<file path="config.mk">
export PLATFORM = sky130hd
export DESIGN_NAME = irq_route_top
export DESIGN_NICKNAME = d
export VERILOG_FILES = /design/src/rtl/irq_route_pkg.sv /design/src/rtl/irq_addr_decode.sv /design/src/rtl/irq_status_bank.sv /design/src/rtl/irq_route_table.sv /design/src/rtl/irq_dest_decode.sv /design/src/rtl/irq_route_top.sv
export SDC_FILE = /design/constraint.sdc
export NUM_CORES = 2
export LEC_CHECK = 0
export ABC_AREA = 1
export CAP_MARGIN = 0
export CORE_ASPECT_RATIO = 1.1
export CORE_MARGIN = 5
export CORE_UTILIZATION = 45
export DETAILED_ROUTE_END_ITERATION = 10
export DONT_BUFFER_PORTS = 1
export REMOVE_ABC_BUFFERS = 1
export SLEW_MARGIN = 20
export SYNTH_ARGS = -nofsm -noshare
export SYNTH_HDL_FRONTEND = slang
export SYNTH_HIERARCHICAL = 1
export SYNTH_SLANG_ARGS = --single-unit
</file>
<file path="constraint.sdc">
create_clock -name clk -period 13.45 [get_ports clk]
set_input_delay 0.6725 -clock clk [delete_from_list [all_inputs] [get_ports clk]]
set_output_delay 0.6725 -clock clk [all_outputs]
set_load 0.03 [all_outputs]
</file>
<file path="src/rtl/irq_route_pkg.sv">
`timescale 1ns/1ps
package irq_route_pkg;
   localparam int NUM_DEST       = 8;
   localparam int FIELD_W        = 4;
   localparam int ADDR_W         = 12;
   localparam int DATA_W         = 32;
   localparam int FIELDS_PER_REG = DATA_W / FIELD_W;
   localparam int GROUP_STRIDE   = 16;
   localparam int DB_BITS        = 4;

   localparam logic [ADDR_W-1:0] STAT_BASE  = 12'h200;
   localparam logic [ADDR_W-1:0] DEC_BASE   = 12'h280;
   localparam logic [ADDR_W-1:0] ROUTE_BASE = 12'h300;

   typedef enum logic [2:0] {
      REG_NONE,
      REG_STAT,
      REG_CLR,
      REG_DEC,
      REG_ROUTE
   } reg_kind_e;

   typedef struct packed {
      reg_kind_e  kind;
      logic [6:0] idx;
   } reg_sel_t;
endpackage

</file>
<file path="src/rtl/irq_addr_decode.sv">
`timescale 1ns/1ps
module irq_addr_decode
   import irq_route_pkg::*;
#(
   parameter int NUM_GROUPS     = 8,
   parameter int NUM_ROUTE_REGS = 16
) (
   input  logic              clk,
   input  logic              rst_n,
   input  logic [ADDR_W-1:0] addr,
   output reg_sel_t          sel
);
   localparam logic [ADDR_W-1:0] STAT_SPAN  = ADDR_W'(NUM_GROUPS * GROUP_STRIDE);
   localparam logic [ADDR_W-1:0] DEC_SPAN   = ADDR_W'(NUM_DEST * 4);
   localparam logic [ADDR_W-1:0] ROUTE_SPAN = ADDR_W'(NUM_ROUTE_REGS * 4);

   logic [ADDR_W-1:0] stat_ofs, dec_ofs, route_ofs;
   logic              aligned;

   assign stat_ofs  = addr - STAT_BASE;
   assign dec_ofs   = addr - DEC_BASE;
   assign route_ofs = addr - ROUTE_BASE;
   assign aligned   = (addr[1:0] == 2'b00);

   always_comb begin
      sel.kind = REG_NONE;
      sel.idx  = '0;
      if (aligned) begin
         if (addr >= STAT_BASE && stat_ofs < STAT_SPAN) begin
            sel.idx = {4'b0, stat_ofs[6:4]};
            case (stat_ofs[3:2])
               2'd0:    sel.kind = REG_STAT;
               2'd1:    sel.kind = REG_CLR;
               default: sel.kind = REG_NONE;
            endcase
         end else if (addr >= DEC_BASE && dec_ofs < DEC_SPAN) begin
            sel.kind = REG_DEC;
            sel.idx  = {4'b0, dec_ofs[4:2]};
         end else if (addr >= ROUTE_BASE && route_ofs < ROUTE_SPAN) begin
            sel.kind = REG_ROUTE;
            sel.idx  = route_ofs[8:2];
         end
      end
   end

   // addresses below the status window or misaligned never select a register
   assert_unmapped_low_R12: assert property (@(posedge clk) disable iff (!rst_n)
      (addr < STAT_BASE || addr[1:0] != 2'b00) |-> (sel.kind == REG_NONE));
endmodule

</file>
<file path="src/rtl/irq_status_bank.sv">
`timescale 1ns/1ps
module irq_status_bank #(
   parameter int WIDTH = 12
) (
   input  logic             clk,
   input  logic             rst_n,
   input  logic [WIDTH-1:0] set_pulse,
   input  logic             clr_we,
   input  logic [WIDTH-1:0] clr_mask,
   output logic [WIDTH-1:0] stat
);
   logic [WIDTH-1:0] clr_eff;

   assign clr_eff = clr_we ? clr_mask : '0;

   always_ff @(posedge clk) begin
      if (!rst_n) stat <= '0;
      else        stat <= (stat & ~clr_eff) | set_pulse;
   end

   // a pulse always lands, even against a clear
   assert_set_wins_R4: assert property (@(posedge clk) disable iff (!rst_n)
      (set_pulse != '0) |=> ((stat & $past(set_pulse)) == $past(set_pulse)));

   // cleared bits without a competing pulse are zero next cycle
   assert_clear_R3: assert property (@(posedge clk) disable iff (!rst_n)
      clr_we |=> ((stat & $past(clr_mask & ~set_pulse)) == '0));

   // without a clear, no pending bit is lost
   assert_sticky_R2: assert property (@(posedge clk) disable iff (!rst_n)
      !clr_we |=> ((stat & $past(stat)) == $past(stat)));
endmodule

</file>
<file path="src/rtl/irq_route_table.sv">
`timescale 1ns/1ps
module irq_route_table
   import irq_route_pkg::*;
#(
   parameter int NUM_GROUPS    = 8,
   parameter int SRC_PER_GROUP = 12
) (
   input  logic                                    clk,
   input  logic                                    rst_n,
   input  logic                                    wr_en,
   input  logic [6:0]                              idx,
   input  logic [DATA_W-1:0]                       wdata,
   output logic [DATA_W-1:0]                       rd_data,
   output logic [NUM_GROUPS*SRC_PER_GROUP*FIELD_W-1:0] route_flat
);
   localparam int NSRC = NUM_GROUPS * SRC_PER_GROUP;
   localparam int RPG  = (SRC_PER_GROUP + FIELDS_PER_REG - 1) / FIELDS_PER_REG;

   logic [FIELD_W-1:0] fld [NSRC];

   always_ff @(posedge clk) begin
      if (!rst_n) begin
         for (int i = 0; i < NSRC; i++) fld[i] <= '0;
      end else if (wr_en) begin
         for (int g = 0; g < NUM_GROUPS; g++) begin
            for (int k = 0; k < RPG; k++) begin
               for (int j = 0; j < FIELDS_PER_REG; j++) begin
                  if (idx == 7'(g*RPG + k) && (k*FIELDS_PER_REG + j) < SRC_PER_GROUP)
                     fld[g*SRC_PER_GROUP + k*FIELDS_PER_REG + j] <= wdata[j*FIELD_W +: FIELD_W];
               end
            end
         end
      end
   end

   always_comb begin
      rd_data = '0;
      for (int g = 0; g < NUM_GROUPS; g++) begin
         for (int k = 0; k < RPG; k++) begin
            for (int j = 0; j < FIELDS_PER_REG; j++) begin
               if (idx == 7'(g*RPG + k) && (k*FIELDS_PER_REG + j) < SRC_PER_GROUP)
                  rd_data[j*FIELD_W +: FIELD_W] = fld[g*SRC_PER_GROUP + k*FIELDS_PER_REG + j];
            end
         end
      end
   end

   generate
      for (genvar i = 0; i < NSRC; i++) begin : g_flat
         assign route_flat[i*FIELD_W +: FIELD_W] = fld[i];
      end
   endgenerate

   // routing fields hold without a write strobe
   assert_route_hold_R6: assert property (@(posedge clk) disable iff (!rst_n)
      !wr_en |=> $stable(route_flat));
endmodule

</file>
<file path="src/rtl/irq_dest_decode.sv">
`timescale 1ns/1ps
module irq_dest_decode
   import irq_route_pkg::*;
#(
   parameter int NUM_GROUPS      = 8,
   parameter int SRC_PER_GROUP   = 12,
   parameter int DOORBELL_GROUPS = 4,
   parameter int DEC_W           = 20
) (
   input  logic                                        clk,
   input  logic                                        rst_n,
   input  logic [NUM_GROUPS*SRC_PER_GROUP-1:0]         stat_flat,
   input  logic [NUM_GROUPS*SRC_PER_GROUP*FIELD_W-1:0] route_flat,
   output logic [NUM_DEST-1:0][DEC_W-1:0]              dec
);
   localparam int NSRC = NUM_GROUPS * SRC_PER_GROUP;

   function automatic int dec_bit(input int g, input int s);
      if (g < DOORBELL_GROUPS) return DB_BITS*g + (s % DB_BITS);
      else                     return DB_BITS*DOORBELL_GROUPS + (g - DOORBELL_GROUPS);
   endfunction

   always_comb begin
      dec = '0;
      for (int g = 0; g < NUM_GROUPS; g++) begin
         for (int s = 0; s < SRC_PER_GROUP; s++) begin
            for (int d = 0; d < NUM_DEST; d++) begin
               if (stat_flat[g*SRC_PER_GROUP + s] &&
                   route_flat[(g*SRC_PER_GROUP + s)*FIELD_W +: FIELD_W] == FIELD_W'(d))
                  dec[d][dec_bit(g, s)] = 1'b1;
            end
         end
      end
   end

   logic [NSRC-1:0] live;
   always_comb begin
      for (int i = 0; i < NSRC; i++)
         live[i] = stat_flat[i] && !route_flat[i*FIELD_W + FIELD_W - 1];
   end

   // sources parked on codes 8..15 never reach a decode register
   assert_parked_silent_R11: assert property (@(posedge clk) disable iff (!rst_n)
      (live == '0) |-> (dec == '0));
endmodule

</file>
<file path="src/rtl/irq_route_top.sv">
`timescale 1ns/1ps
module irq_route_top
   import irq_route_pkg::*;
#(
   parameter int NUM_GROUPS      = 8,
   parameter int SRC_PER_GROUP   = 12,
   parameter int DOORBELL_GROUPS = 4
) (
   input  logic                                clk,
   input  logic                                rst_n,
   input  logic [NUM_GROUPS*SRC_PER_GROUP-1:0] src_evt,
   input  logic [11:0]                         bus_addr,
   input  logic                                bus_wr,
   input  logic [31:0]                         bus_wdata,
   output logic [31:0]                         bus_rdata,
   output logic [7:0]                          irq_out
);
   localparam int NSRC   = NUM_GROUPS * SRC_PER_GROUP;
   localparam int RPG    = (SRC_PER_GROUP + FIELDS_PER_REG - 1) / FIELDS_PER_REG;
   localparam int NROUTE = NUM_GROUPS * RPG;
   localparam int DEC_W  = DB_BITS*DOORBELL_GROUPS + (NUM_GROUPS - DOORBELL_GROUPS);

   generate
      if (SRC_PER_GROUP < 4 || SRC_PER_GROUP > 32 || (SRC_PER_GROUP % 4) != 0) begin : g_bad_src
         $error("SRC_PER_GROUP must be a multiple of 4 in 4..32");
      end
      if (NUM_GROUPS < 1 || NUM_GROUPS > 8) begin : g_bad_grp
         $error("NUM_GROUPS must be 1..8");
      end
      if (DOORBELL_GROUPS > NUM_GROUPS) begin : g_bad_db
         $error("DOORBELL_GROUPS exceeds NUM_GROUPS");
      end
      if (NROUTE > 64 || DEC_W > DATA_W) begin : g_bad_map
         $error("routing or decode map does not fit its window");
      end
   endgenerate

   reg_sel_t                         sel;
   logic [NSRC-1:0]                  stat_flat;
   logic [NSRC*FIELD_W-1:0]          route_flat;
   logic [DATA_W-1:0]                route_rd;
   logic [NUM_DEST-1:0][DEC_W-1:0]   dec;

   irq_addr_decode #(
      .NUM_GROUPS     (NUM_GROUPS),
      .NUM_ROUTE_REGS (NROUTE)
   ) u_adec (
      .clk   (clk),
      .rst_n (rst_n),
      .addr  (bus_addr),
      .sel   (sel)
   );

   generate
      for (genvar g = 0; g < NUM_GROUPS; g++) begin : g_bank
         logic clr_hit;
         assign clr_hit = bus_wr && sel.kind == REG_CLR && sel.idx == 7'(g);
         irq_status_bank #(.WIDTH(SRC_PER_GROUP)) u_bank (
            .clk       (clk),
            .rst_n     (rst_n),
            .set_pulse (src_evt[g*SRC_PER_GROUP +: SRC_PER_GROUP]),
            .clr_we    (clr_hit),
            .clr_mask  (bus_wdata[SRC_PER_GROUP-1:0]),
            .stat      (stat_flat[g*SRC_PER_GROUP +: SRC_PER_GROUP])
         );
      end
   endgenerate

   irq_route_table #(
      .NUM_GROUPS    (NUM_GROUPS),
      .SRC_PER_GROUP (SRC_PER_GROUP)
   ) u_route (
      .clk        (clk),
      .rst_n      (rst_n),
      .wr_en      (bus_wr && sel.kind == REG_ROUTE),
      .idx        (sel.idx),
      .wdata      (bus_wdata),
      .rd_data    (route_rd),
      .route_flat (route_flat)
   );

   irq_dest_decode #(
      .NUM_GROUPS      (NUM_GROUPS),
      .SRC_PER_GROUP   (SRC_PER_GROUP),
      .DOORBELL_GROUPS (DOORBELL_GROUPS),
      .DEC_W           (DEC_W)
   ) u_dec (
      .clk        (clk),
      .rst_n      (rst_n),
      .stat_flat  (stat_flat),
      .route_flat (route_flat),
      .dec        (dec)
   );

   always_comb begin
      bus_rdata = '0;
      case (sel.kind)
         REG_STAT: begin
            for (int g = 0; g < NUM_GROUPS; g++)
               if (sel.idx == 7'(g))
                  bus_rdata = DATA_W'(stat_flat[g*SRC_PER_GROUP +: SRC_PER_GROUP]);
         end
         REG_DEC:   bus_rdata = DATA_W'(dec[sel.idx[2:0]]);
         REG_ROUTE: bus_rdata = route_rd;
         default:   bus_rdata = '0;
      endcase
   end

   generate
      for (genvar d = 0; d < NUM_DEST; d++) begin : g_line
         assign irq_out[d] = |dec[d];
      end
   endgenerate

   // with nothing pending, every line is low
   assert_quiet_lines_R10: assert property (@(posedge clk) disable iff (!rst_n)
      (stat_flat == '0) |-> (irq_out == '0));
endmodule

</file>
==> metrics.md <==
| Metric | Value |
|---|---|
| GP Congestion | `1.12` |
| PwrDens | `109 mW/mm²` |
| Syn-to-layout area delta | `8.18%` |
| CTS Buf Count | `55` |
| Yosys reg bits | `480` |
| DRT antenna net count | `0` |
| Worst skew pair latency | `650 ps` |
| WHS | `153 ps` |
| Max Fclk | `184 MHz` |
| Hold Path Origin | `src_evt[11]` |
| Synth Flop Type | `edfxtp_1` |
| Unrepaired setup endpoints after global routing | `false` |
| Vias in the first global route | `31,300` |
| Vias | `35,500` |
| Layout net count | `4,973` |
| Status | `finished clean` |
| Hold Path Cell Cnt | `2` |
| Buffers on Ports | `0` |
| Max-slew violation count | `0` |
| Max-cap violations | `0` |
| CP Launch Type | `primary input` |
| Count of final setup violators | `0` |
| Root Buffer | `clkbuf_16` |
| # rows | `104` |
| Design area | `0.0358 mm²` |
| Worst EP arrival | `4760 ps` |
| Crit share post-route | `40.4%` |
| DRT Wirelength | `180,000 µm` |
| CP dominant cell by count | `nand2_1` |
| Via density | `6.08` |
| Post-synthesis cell area | `0.0331 mm²` |
| CP endpoint kind | `output pin` |
| Largest net degree at the start of global routing | `60` |
| Initial Util | `45.3%` |
| Worst slew margin | `15.0%` |
| Min-Delay Endpoint | `g_bank[0].u_bank/stat[11]$_SDFF_PN0_` |
| Worst Hold Class | `primary input to flop` |
| Endpoints failing hold | `0` |
| CP Cell Sequence | `inv_1, ha_1, nand2_1, inv_1, nand2_1, nor2_1, nand3_2, nand2_2, nand2_1, a21oi_4, buf_4, inv_2, nand2_1, nor2_1, nand2_1, inv_1, a221oi_1, nand4_1, inv_1, nor2_1` |
| Crit Path Class | `primary input to output pin` |
| Crit path largest cell delay | `900 ps` |
| Die H | `295 µm` |
| Die Width | `269 µm` |
| CTS tree | `done` |
| Clk slew on worst S/H paths | `60 ps` |
| Slowest cell on the critical path | `a221oi_1` |
| Post-synth EDFFs | `384` |
| Sequential share of the synthesized area | `40.6%` |
| Clock Sinks | `480` |
| Skew final | `0 ps` |
| Int Pwr | `2.65 mW` |
| Worst R2R Setup Slack | `12,390 ps` |
| DP Wirelength | `141,000 µm` |
| GRT Total Usage | `44.0%` |
| TritonRoute pass-1 iters | `9` |
| Syn. warnings | `6` |
| Crit path max fanout | `35` |
| Grt ovf | `0` |
| Initial DRC Count | `6,040` |
| Synth top area cells | `edfxtp_1 35%, nand2_1 18%, nor2_1 9.5%` |
| Crit Reg-Reg Startpoint | `g_bank[6].u_bank/stat[1]$_SDFF_PN0_` |
| Area of the core | `0.0731 mm²` |
| Post-layout min period | `5430 ps` |
| NetSw | `1.25 mW` |
| Final non-filler cell total | `5,835` |
| Top cell type's share of synthesized area | `34.8%` |
| First-pass GRT wire length | `242,000 µm` |
| WL/cell | `30.9 µm` |
| DRC errors left | `0` |
| Gates resized, CTS repair | `0` |
| Inst Count DP | `5,724` |
| Net Sw Frac | `32.1%` |
| R2r worst-path depth | `2` |
| Reg power frac | `48.8%` |
| CTS max path bufs | `3` |
| Logic pwr share | `12.0%` |
| H-tree levels | `2` |
| Dpl cell area | `0.0340 mm²` |
| Io pins | `183` |
| Area of the die | `0.0792 mm²` |
| Hold-fix buffers at CTS | `0` |
| Static Leakage | `16.0 nW` |
| Post-CTS Repair Setup Buffers | `0` |
| Worst-Margin Slew | `1260 ps` |
| Syn Inst Count | `4,857` |
| Synth cell count leaders | `1,579 x nand2_1, 838 x nor2_1, 571 x inv_1` |
| Syn Area/Cell | `6.82 µm²` |
| Setup_tns | `0 ps` |
| Initial antenna violation count | `11` |
| Share of cells above drive strength 1 | `11.8%` |
| Top-count cell post-synth | `nand2_1` |
| Critical Path RT | `12,780 ps` |
| Cell taking the most area after synthesis | `edfxtp_1` |
| Worst r2r dst | `g_bank[6].u_bank/stat[1]$_SDFF_PN0_` |
| Peak supply drop | `105 µV` |
| Clock share of power | `39.3%` |
| Synth cell types | `44` |
| Ys async rst share | `0%` |
[cell type report]
| cell class | count | area, µm² |
|---|---|---|
| fill | 7638 | 37300 |
| multi-input combinational | 3645 | 16800 |
| sequential | 480 | 13500 |
| inverter | 602 | 2260 |
| clock buffer | 69 | 1450 |
| tap | 954 | 1190 |
| clock inverter | 35 | 342 |
| timing repair buffer | 43 | 323 |
| antenna | 7 | 17.5 |
[power groups by stage]
| stage | registers [mW] | clock network (mW) | logic [mW] |
|---|---|---|---|
| finish | 1.90 | 1.53 | 0.467 |
| global route | 1.90 | 1.59 | 0.487 |
| CTS | 1.89 | 1.53 | 0.444 |
| detailed placement | 1.92 | 0 | 0.442 |
| global placement | 1.92 | 0 | 0.442 |
| floorplan | 1.81 | 0 | 0.271 |
[critical path: cells and delay by family]
kind / cells / cell delay (ps)
simple gates: 11 / 1400
fa+ha+maj: 1 / 260
compound gates: 2 / 1010
buf+inv: 6 / 1360
[worst max-delay path by stage]
| stage | start | end | slack (ps) | depth (start not counted) |
|---|---|---|---|---|
| 5_1_grt | bus_addr[8] | bus_rdata[21] | 7870 | 20 |
| 4_1_cts | bus_addr[8] | bus_rdata[21] | 8180 | 20 |
| 3_5_place_dp | bus_addr[8] | bus_rdata[21] | 8180 | 20 |
| 6_report | bus_addr[8] | bus_rdata[21] | 8020 | 20 |
| 2_1_floorplan | bus_addr[8] | u_route/fld[72][0]$_DFFE_PP_ | 6680 | 14 |
| 3_3_place_gp | bus_addr[8] | bus_rdata[13] | 8170 | 23 |
[metal layers]
layer | global-route usage [%] | up-vias | wire length [µm]
met5 | 1.17 | - | 7
met4 | 22.1 | 2 | 11600
met3 | 13.2 | 450 | 27100
met2 | 60.8 | 2890 | 71100
met1 | 62.3 | 16700 | 70300
li1 | - | 15500 | -
[per-stage QoR]
stage | worst slack [ps] | utilization, % | power, mW
2_1_floorplan | 6680 | - | 2.08
3_3_place_gp | 8170 | 46.5 | 2.36
3_5_place_dp | 8180 | 46.5 | 2.36
4_1_cts | 8180 | 49.0 | 3.86
5_1_grt | 7870 | 49.0 | 3.98
6_report | 8020 | 49.0 | 3.90
[logic make-up (layout without fill, tap and decap cells)]
logic type	Yosys count	in the layout	synth area share, %
other	1	10	0.0113
and+or+nand+nor	3404	3404	45.2
xor gates and xnor gates	1	1	0.0264
adders and majority gates	3	3	0.113
buffers and inverters	734	749	8.98
DFF	480	480	40.6
AOI/OAI and AO/OA	234	234	5.03
[layout by cell type, fill, tap and decap left out, drive strengths merged]
cell and n:
nand2 1759, nor2 899, inv 607, nand3 476, edfxtp 384, a21oi 140
nand4 100, dfxtp 96, clkbuf 69, nor3b 49, or2 44, buf 43
nor4 43, o21ai 33, nor3 25, a22oi 20, clkinv 20, o211ai 19
a221oi 9, nand3b 9, diode 7, a22o 7, clkinvlp 7, o2111ai 5
bufinv 3, ha 3, conb 3, o31ai 1, xor2 1
[state kept, by name, summed over array words and instances, names as in the netlist]
register and cells:
g_bank.u_bank/stat 96, u_route/fld 384
No activity file was read; power rests on OpenSTA's default activity.
